### src/rtl/rstctl_pkg.sv
package rstctl_pkg;
  localparam int unsigned SRC_N = 4;

  typedef enum logic [1:0] {
    SRC_POR = 2'd0,
    SRC_EXT = 2'd1,
    SRC_WDT = 2'd2,
    SRC_BOD = 2'd3
  } src_e;
endpackage

### src/rtl/rstctl_pin_filter.sv
module rstctl_pin_filter #(
  parameter int unsigned MIN_LOW = 16
) (
  input  logic clk_i,
  input  logic arst_ni,
  input  logic pin_ni,
  output logic active_o
);
  localparam int unsigned CW = $clog2(MIN_LOW + 1);
  localparam logic [CW-1:0] LIMIT = CW'(MIN_LOW);

  logic          meta_q, sync_q;
  logic [CW-1:0] cnt_q, cnt_d;
  logic          low_sync;

  assign low_sync = !sync_q;

  always_comb begin
    cnt_d = '0;
    if (low_sync) begin
      cnt_d = (cnt_q == LIMIT) ? cnt_q : cnt_q + 1'b1;
    end
  end

  always_ff @(posedge clk_i or negedge arst_ni) begin
    if (!arst_ni) begin
      meta_q <= 1'b1;
      sync_q <= 1'b1;
      cnt_q  <= '0;
    end else begin
      meta_q <= pin_ni;
      sync_q <= meta_q;
      cnt_q  <= cnt_d;
    end
  end

  assign active_o = low_sync && (cnt_q == LIMIT);

  // an active request needs the pin to have been low in the prior cycle
  p_needs_low_r6: assert property (@(posedge clk_i) disable iff (!arst_ni)
    active_o |-> $past(low_sync));
endmodule

### src/rtl/rstctl_stretch.sv
module rstctl_stretch #(
  parameter int unsigned LOG_SHORT = 4,
  parameter int unsigned LOG_MID   = 9,
  parameter int unsigned LOG_LONG  = 12,
  parameter int unsigned CNT_W     = LOG_LONG + 4
) (
  input  logic       clk_i,
  input  logic       arst_ni,
  input  logic [1:0] start_code_i,
  input  logic [1:0] clk_code_i,
  output logic       rel_o
);
  logic             s1_q, s2_q;
  logic [CNT_W-1:0] cnt_q, cnt_d;
  logic             done_q, done_d;
  logic [CNT_W-1:0] delay;
  logic             cnt_en;

  always_comb begin
    unique case (start_code_i)
      2'd0:    delay = '0;
      2'd1:    delay = CNT_W'(1) << (LOG_SHORT + int'(clk_code_i));
      2'd2:    delay = CNT_W'(1) << (LOG_MID + int'(clk_code_i));
      default: delay = CNT_W'(1) << (LOG_LONG + int'(clk_code_i));
    endcase
  end

  assign cnt_en = s2_q && !done_q;

  always_comb begin
    cnt_d  = cnt_q;
    done_d = done_q;
    if (cnt_en) begin
      if (cnt_q == delay) begin
        done_d = 1'b1;
      end else begin
        cnt_d = cnt_q + 1'b1;
      end
    end
  end

  always_ff @(posedge clk_i or negedge arst_ni) begin
    if (!arst_ni) begin
      s1_q   <= 1'b0;
      s2_q   <= 1'b0;
      cnt_q  <= '0;
      done_q <= 1'b0;
    end else begin
      s1_q   <= 1'b1;
      s2_q   <= s1_q;
      cnt_q  <= cnt_d;
      done_q <= done_d;
    end
  end

  assign rel_o = done_q;

  // release happens only once the count has reached the selected delay
  p_release_count_r3: assert property (@(posedge clk_i) disable iff (!arst_ni)
    $rose(done_q) |-> ($past(cnt_q) == $past(delay)));
  // the counter never passes the selected delay
  p_no_overflow_r4: assert property (@(posedge clk_i) disable iff (!arst_ni)
    !done_q |-> (cnt_q <= delay));
endmodule

### src/rtl/rstctl_cause.sv
module rstctl_cause #(
  parameter int unsigned N = 4
) (
  input  logic         clk_i,
  input  logic         por_ni,
  input  logic [N-1:0] set_i,
  input  logic [N-1:0] clr_i,
  output logic [N-1:0] cause_o
);
  localparam logic [N-1:0] POR_VAL = N'(1);

  logic [N-1:0] cause_q, cause_d;

  always_comb begin
    cause_d = (cause_q & ~clr_i) | set_i;
  end

  always_ff @(posedge clk_i or negedge por_ni) begin
    if (!por_ni) begin
      cause_q <= POR_VAL;
    end else begin
      cause_q <= cause_d;
    end
  end

  assign cause_o = cause_q;

  for (genvar k = 0; k < N; k++) begin : g_flag
    // a qualified request leaves its flag set
    p_set_r9: assert property (@(posedge clk_i) disable iff (!por_ni)
      set_i[k] |=> cause_q[k]);
    // a clear strobe without a competing set empties the flag
    p_w1c_r10: assert property (@(posedge clk_i) disable iff (!por_ni)
      (clr_i[k] && !set_i[k]) |=> !cause_q[k]);
  end
endmodule

### src/rtl/rstctl_top.sv
module rstctl_top #(
  parameter int unsigned MIN_LOW   = 16,
  parameter int unsigned LOG_SHORT = 4,
  parameter int unsigned LOG_MID   = 9,
  parameter int unsigned LOG_LONG  = 12
) (
  input  logic       clk_i,
  input  logic       por_det_i,
  input  logic       ext_rst_ni,
  input  logic       wdt_expire_i,
  input  logic       wdt_rst_en_i,
  input  logic       bod_det_i,
  input  logic       bod_en_i,
  input  logic [1:0] start_code_i,
  input  logic [1:0] clk_code_i,
  input  logic [3:0] flag_clr_i,
  output logic       port_rst_o,
  output logic       core_rst_no,
  output logic [3:0] cause_o
);
  import rstctl_pkg::*;

  localparam int unsigned CNT_W = LOG_LONG + 4;

  logic             por_n;
  logic             ext_active;
  logic             wdt_hit;
  logic             bod_hit;
  logic             src_any;
  logic             core_arst_n;
  logic [SRC_N-1:0] set_vec;

  assign por_n       = !por_det_i;
  assign wdt_hit     = wdt_expire_i && wdt_rst_en_i;
  assign bod_hit     = bod_det_i && bod_en_i;
  assign src_any     = por_det_i || ext_active || wdt_hit || bod_hit;
  assign core_arst_n = !src_any;
  assign port_rst_o  = src_any;

  always_comb begin
    set_vec          = '0;
    set_vec[SRC_EXT] = ext_active;
    set_vec[SRC_WDT] = wdt_hit;
    set_vec[SRC_BOD] = bod_hit;
  end

  rstctl_pin_filter #(
    .MIN_LOW (MIN_LOW)
  ) i_filter (
    .clk_i    (clk_i),
    .arst_ni  (por_n),
    .pin_ni   (ext_rst_ni),
    .active_o (ext_active)
  );

  rstctl_stretch #(
    .LOG_SHORT (LOG_SHORT),
    .LOG_MID   (LOG_MID),
    .LOG_LONG  (LOG_LONG),
    .CNT_W     (CNT_W)
  ) i_stretch (
    .clk_i        (clk_i),
    .arst_ni      (core_arst_n),
    .start_code_i (start_code_i),
    .clk_code_i   (clk_code_i),
    .rel_o        (core_rst_no)
  );

  rstctl_cause #(
    .N (SRC_N)
  ) i_cause (
    .clk_i   (clk_i),
    .por_ni  (por_n),
    .set_i   (set_vec),
    .clr_i   (flag_clr_i),
    .cause_o (cause_o)
  );

  // the core reset stays low while any request is active
  p_core_held_r2: assert property (@(posedge clk_i) disable iff (por_det_i)
    port_rst_o |-> !core_rst_no);
  // the watchdog flag rises only after an enabled expiry
  p_wdt_gated_r7: assert property (@(posedge clk_i) disable iff (por_det_i)
    $rose(cause_o[SRC_WDT]) |-> $past(wdt_expire_i && wdt_rst_en_i));
  // the brown-out flag rises only after an enabled detection
  p_bod_gated_r8: assert property (@(posedge clk_i) disable iff (por_det_i)
    $rose(cause_o[SRC_BOD]) |-> $past(bod_det_i && bod_en_i));
endmodule

### config.mk
export PLATFORM = sky130hd
export DESIGN_NAME = rstctl_top
export DESIGN_NICKNAME = d
export VERILOG_FILES = /design/src/rtl/rstctl_pkg.sv /design/src/rtl/rstctl_pin_filter.sv /design/src/rtl/rstctl_stretch.sv /design/src/rtl/rstctl_cause.sv /design/src/rtl/rstctl_top.sv
export SDC_FILE = /design/constraint.sdc
export NUM_CORES = 1
export LEC_CHECK = 0
export BUFFER_PORTS_ARGS = -buffer_cell sky130_fd_sc_hd__buf_4
export CAP_MARGIN = 5
export CORE_AREA = 8 8 69 71
export CTS_CLUSTER_SIZE = 20
export DETAILED_ROUTE_END_ITERATION = 7
export DIE_AREA = 0 0 77 79
export GPL_TIMING_DRIVEN = 0
export PLACE_DENSITY_LB_ADDON = 0.2
export SKIP_CTS_REPAIR_TIMING = 1
export SYNTH_ARGS = -nofsm -noshare
export SYNTH_HDL_FRONTEND = slang
export SYNTH_SLANG_ARGS = --single-unit
export TNS_END_PERCENT = 20
### constraint.sdc
create_clock -name clk_i -period 6.3 [get_ports clk_i]
set_clock_uncertainty 0.1 [all_clocks]
set_input_delay 1.26 -clock clk_i [delete_from_list [all_inputs] [get_ports clk_i]]
set_output_delay 1.26 -clock clk_i [all_outputs]
set_load 0.05 [all_outputs]
==> Word level (Yosys, flattened, before mapping) <==
Index checks and enable logic that the tools add are counted.
{ "op_classes": {"add_sub_neg": 5, "eq_ne": 5, "shift": 3, "muxes": 3, "bitwise": 4, "n_reduce_logical": 12} }
{ "ops": {"columns": ["operator", "count"], "rows": [
  ["$shl 1x32->16 const A", 3],
  ["$pmux 16 s3", 1],
  ["$add 16x1->16 const B", 1],
  ["$eq 16x16->1", 1],
  ["$add 4x2->5 const A", 2],
  ["$mux 5", 2],
  ["$add 5x1->5 const B", 1],
  ["$eq 5x5->1 const B", 1],
  ["$add 3x2->4 const A", 1],
  ["$and 4x4->4", 1],
  ["$logic_and 1x1->1", 4],
  ["$not 4->4", 1],
  ["$or 4x4->4", 1],
  ["$reduce_and 2->1", 2],
  ["$logic_or 1x1->1", 3],
  ["$eq 2x1->1 const B", 1],
  ["$eq 2x2->1 const B", 1],
  ["$logic_not 1->1", 2],
  ["$logic_not 2->1", 1],
  ["$ne 2x1->1 const B", 1],
  ["$not 1->1", 1]
]} }
{ "totals": {"regBits": 30, "inputBits": 15, "out_inout_bits": 6, "word_cells": 40} }

==> Logic depth before layout (Yosys ltp) <==
{ "depth": {"word_depth": 6, "depth_mapped": 9, "ltp_nobuf": 9} }

==> By module <==
From an unflattened synthesis, not the netlist that was laid out.
{ "unflattened": {"hier_cells": 185, "hier_area_um2": 1835.5} }
{ "by_module_without_submodules": {"columns": ["mod", "instances", "cells_each", "area_per_inst_um2", "seq_area_each_um2"], "rows": [
  ["rstctl_stretch", 1, 132, 1285.0, 475.5],
  ["rstctl_pin_filter", 1, 32, 366.6, 177.7],
  ["rstctl_cause", 1, 12, 146.4, 101.3],
  ["rstctl_top", 1, 9, 37.5, 0.0]
]} }

==> Worst setup path before layout <==
No wires, ideal clock.
{ "synth_path": {"kind": "input-to-output", "start": "in bod_det_i", "end": "out port_rst_o", "arrival_time_ns": 3.520, "required_time_ns": 4.940, "setup_slack_ns": 1.420, "path_stages": 4, "cell_sequence": "nand2_1 nand2_1 nor3_1 inv_1"} }
{ "synth_via": {"elab_chain_cells": 2} }
{ "synth_rtl": {"columns": ["element", "line_no", "rtl"], "rows": [
  ["from (decl)", "rstctl_top.sv:12", "input logic bod_det_i,"],
  ["$logic_and 1x1->1", "rstctl_top.sv:35", "assign bod_hit = bod_det_i && bod_en_i;"],
  ["$logic_or 1x1->1", "rstctl_top.sv:36", "assign src_any = por_det_i || ext_active || wdt_hit || bod_hit;"],
  ["to (decl)", "rstctl_top.sv:17", "output logic port_rst_o,"]
]} }
No other way between the ends.

==> Worst setup path in the final report <==
{ "layout_path": {"start": "reg i_filter.cnt_q[0]", "end": "out port_rst_o"} }
{ "layout_via": {"elab_chain_cells": 5} }
{ "layout_rtl": {"columns": ["element", "line_no", "rtl"], "rows": [
  ["from (decl)", "rstctl_pin_filter.sv:13", "logic [CW-1:0] cnt_q, cnt_d;"],
  ["from (signal assigned)", "rstctl_pin_filter.sv:33", "cnt_q <= cnt_d;"],
  ["$eq 5x5->1", "rstctl_pin_filter.sv:37", "assign active_o = low_sync && (cnt_q == LIMIT);"],
  ["$logic_and 1x1->1", "rstctl_pin_filter.sv:37", null],
  ["$logic_or 1x1->1 (3 in a row)", "rstctl_top.sv:36", null]
]} }
No other way between the ends.

==> run_results.csv <==
group,metric,value,unit
worst_hold_path,hold_path.class,"register to register",
clocking,clock_sinks,30,
sta,setup_tns,0,ns
grt,track_usage,0.123,
route,ant_nets,0,
route,viasPerCell,5.41,
setup_path,cp_common_cell,"inv_1",
logic_synthesis,yosys.cell_types.count,46,
route,wire_per_inst,14.2,µm
logic_synthesis,avgSynthCellArea,10.3,µm²
layout,multi_input_area,988,µm²
route,first_pass_iters,4,
floorplanning,die-area,6080,µm²
floorplanning,die_w,77,µm
power,p_sw_frac,0.312,
setup_path,critical_path_buf_inv_count,4,
setup_path,crit_slowest_cell,"nor4_1",
sta,timing.hold.ws,0.252,ns
clocking,cts_tree,"yes",
layout,final_common_cell,"dfrtp_1",
setup_path,cp.required,4.94,ns
grt,grt_pass1_wl,6130,µm
sta,finalMaxSlewViolations,0,
sta,fin_crit_sh,0.622,
placed_design,dp_slack,2.34,ns
power,internal_power,0.363,mW
grt,grt_pass1_vias,1325,
grt,antenna_found_initial,0,
layout,final_area,2110,µm²
setup_path,critPathCaptureType,"output port",
power,p_comb_frac,0.246,
outcome,outcome,"finished clean",
floorplanning,die_h,79,µm
sta,slew_headroom,0.269,
grt,overflow,0,
placed_design,gp_congestion,0.751,
setup_path,crit_path_start_kind,"register",
sta,worst_pin_slew,1.09,ns
route,vias,1368,
setup_path,cp_cell_sequence,"inv_1, ha_1, nand2_1, nor4_1, nor3_2, buf_8, inv_1, buf_4",
floorplanning,core_area,3800,µm²
setup_path,path_delay_family,"simple AND/OR/NAND/NOR gates",
route,drtIter0Drc,33,
power,p_seq_frac,0.461,
power,power.density,250,nW/µm²
route,wl,3600,µm
logic_synthesis,synth_edf_count,0,
sta,fmax,255,MHz
setup_path,crit_path_max_incr_delay,0.82,ns
clocking,clk_pin_slew,0.06,ns
clocking,cts.htree.levels,2,
clocking,clkLatencyLatePin,0.28,ns
power,switchingPower,0.164,mW
placed_design,place_area,2020,µm²
setup_path,worstSetupPathType,"register to output port",
layout,regArea,754,µm²
placed_design,place_hpwl,2810,µm
logic_synthesis,synth_seq_area_share,0.422,
layout,area_delta_synth_final,18.1,%
power,p_leak,0.968,nW
layout,nNetsFinal,226,
layout,final_cell_mix,"dfrtp_1 (27), buf_4 (20), xnor2_1 (14), nand2_1 (13), inv_1 (11)",
route,detail_route.drc_violations,0,
sta,period_needed,3.92,ns
power,pwr-share-clk,0.292,
setup_path,worstPathArrival,2.56,ns
clocking,cts-root-buf,"clkbuf_8",
sta,rsz0062_at_grt,"false",
logic_synthesis,synth_fp_nets,198,
floorplanning,rows,23,
power,peakVddDrop,131,µV
layout,n_antenna_cell,0,
sta,worst_slack,2.38,ns
logic_synthesis,async_reset_ff_frac,1.00,
logic_synthesis,synthCells,174,
layout,fillers,350,
clocking,clock_path_buffers,2,
flow_run,maxCapViolCount,0,
logic_synthesis,yosys_warnings,0,
clocking,cts_inserted_buffers,5,
placed_design,port_buffers,20,
layout,drive_above_1_share,0.232,
grt,grt_max_degree,14,
sta,hold_viol_final,0,
logic_synthesis,ys.flop_type,"dfrtp_1",
logic_synthesis,synth_area,1790,µm²
sta,setup_violations,0,
floorplanning,ios,21,
power,total_power,0.528,mW
setup_path,crit_fanout,13,
logic_synthesis,ys_seq_elements,30,
floorplanning,start_util,0.470,
-- power by group through the flow --
stage	combinational, mW	clock [mW]	sequential (mW)
global route	0.142	0.169	0.247
floorplan	0.0856	0	0.253
CTS	0.131	0.159	0.243
detailed placement	0.131	0	0.246
global placement	0.125	0	0.244
finish	0.130	0.154	0.243
-- final timing paths --
check                                    from                  end  slack, ns  cells after the start
min in group asynchronous   i_filter.cnt_q[3]   i_stretch.cnt_q[5]       0.50                      2
max in group asynchronous        wdt_expire_i  i_stretch.cnt_q[15]       4.46                      5
min                            i_stretch.s1_q       i_stretch.s2_q       0.25                      0
min reg2reg                    i_stretch.s1_q       i_stretch.s2_q       0.25                      0
max reg2reg                i_stretch.cnt_q[5]   i_stretch.cnt_q[1]       4.25                      4
max                         i_filter.cnt_q[0]           port_rst_o       2.38                      8
-- through the flow --
stage                util  instances
floorplan               -        174
global placement    0.526        244
detailed placement  0.532        245
CTS                 0.556        253
global route        0.556        253
finish              0.556        253
-- Yosys cell counts, drive strengths merged, types with 4 or more instances --
| cell | instances | area (µm²) |
|---|---|---|
| nor2 | 6 | 22.5 |
| nor2b | 6 | 37.5 |
| and3 | 4 | 25.0 |
| dfrtp | 27 | 676 |
| nand3 | 9 | 50.1 |
| nand4 | 6 | 37.5 |
| a21oi | 4 | 20.0 |
| ha | 9 | 113 |
| nor4 | 5 | 31.3 |
| nor3 | 5 | 25.0 |
| xor2 | 5 | 43.8 |
| nand2 | 13 | 48.8 |
| inv | 11 | 41.3 |
| nand2b | 4 | 27.5 |
| xnor2 | 14 | 123 |
-- logic make-up after synthesis --
| logic type | share of synthesized area |
|---|---|
| AND/OR/NAND/NOR | 0.221 |
| other | 0.00210 |
| AO/OA/AOI/OAI | 0.155 |
| multiplexers | 0.0168 |
| flip-flops | 0.422 |
| XOR/XNOR | 0.0931 |
| buffers and inverters | 0.0273 |
| adder cells (fa/ha/maj) | 0.0630 |
-- flip-flops by register name, indices dropped and copies added, names as in the netlist --
register         count
i_stretch.s1_q       1
i_cause.cause_o      4
i_filter.sync_q      1
i_filter.cnt_q       5
i_filter.meta_q      1
i_stretch.rel_o      1
i_stretch.cnt_q     16
i_stretch.s2_q       1
-- layer usage --
layer	global-route usage	part of all wire
met1	0.141	0.42
met2	0.207	0.51
met3	0.0395	0.046
met4	0.0547	0.022
met5	0	0
-- final cells by class --
type                       instances  area share
multi-input combinational        131       0.468
clock inverter                     1     0.00237
tap                               50      0.0296
buffer                             2     0.00356
sequential                        30       0.357
inverter                          11      0.0196
clock buffer                       7      0.0409
timing repair buffer              21      0.0782
(Power assumes the default switching activity.)
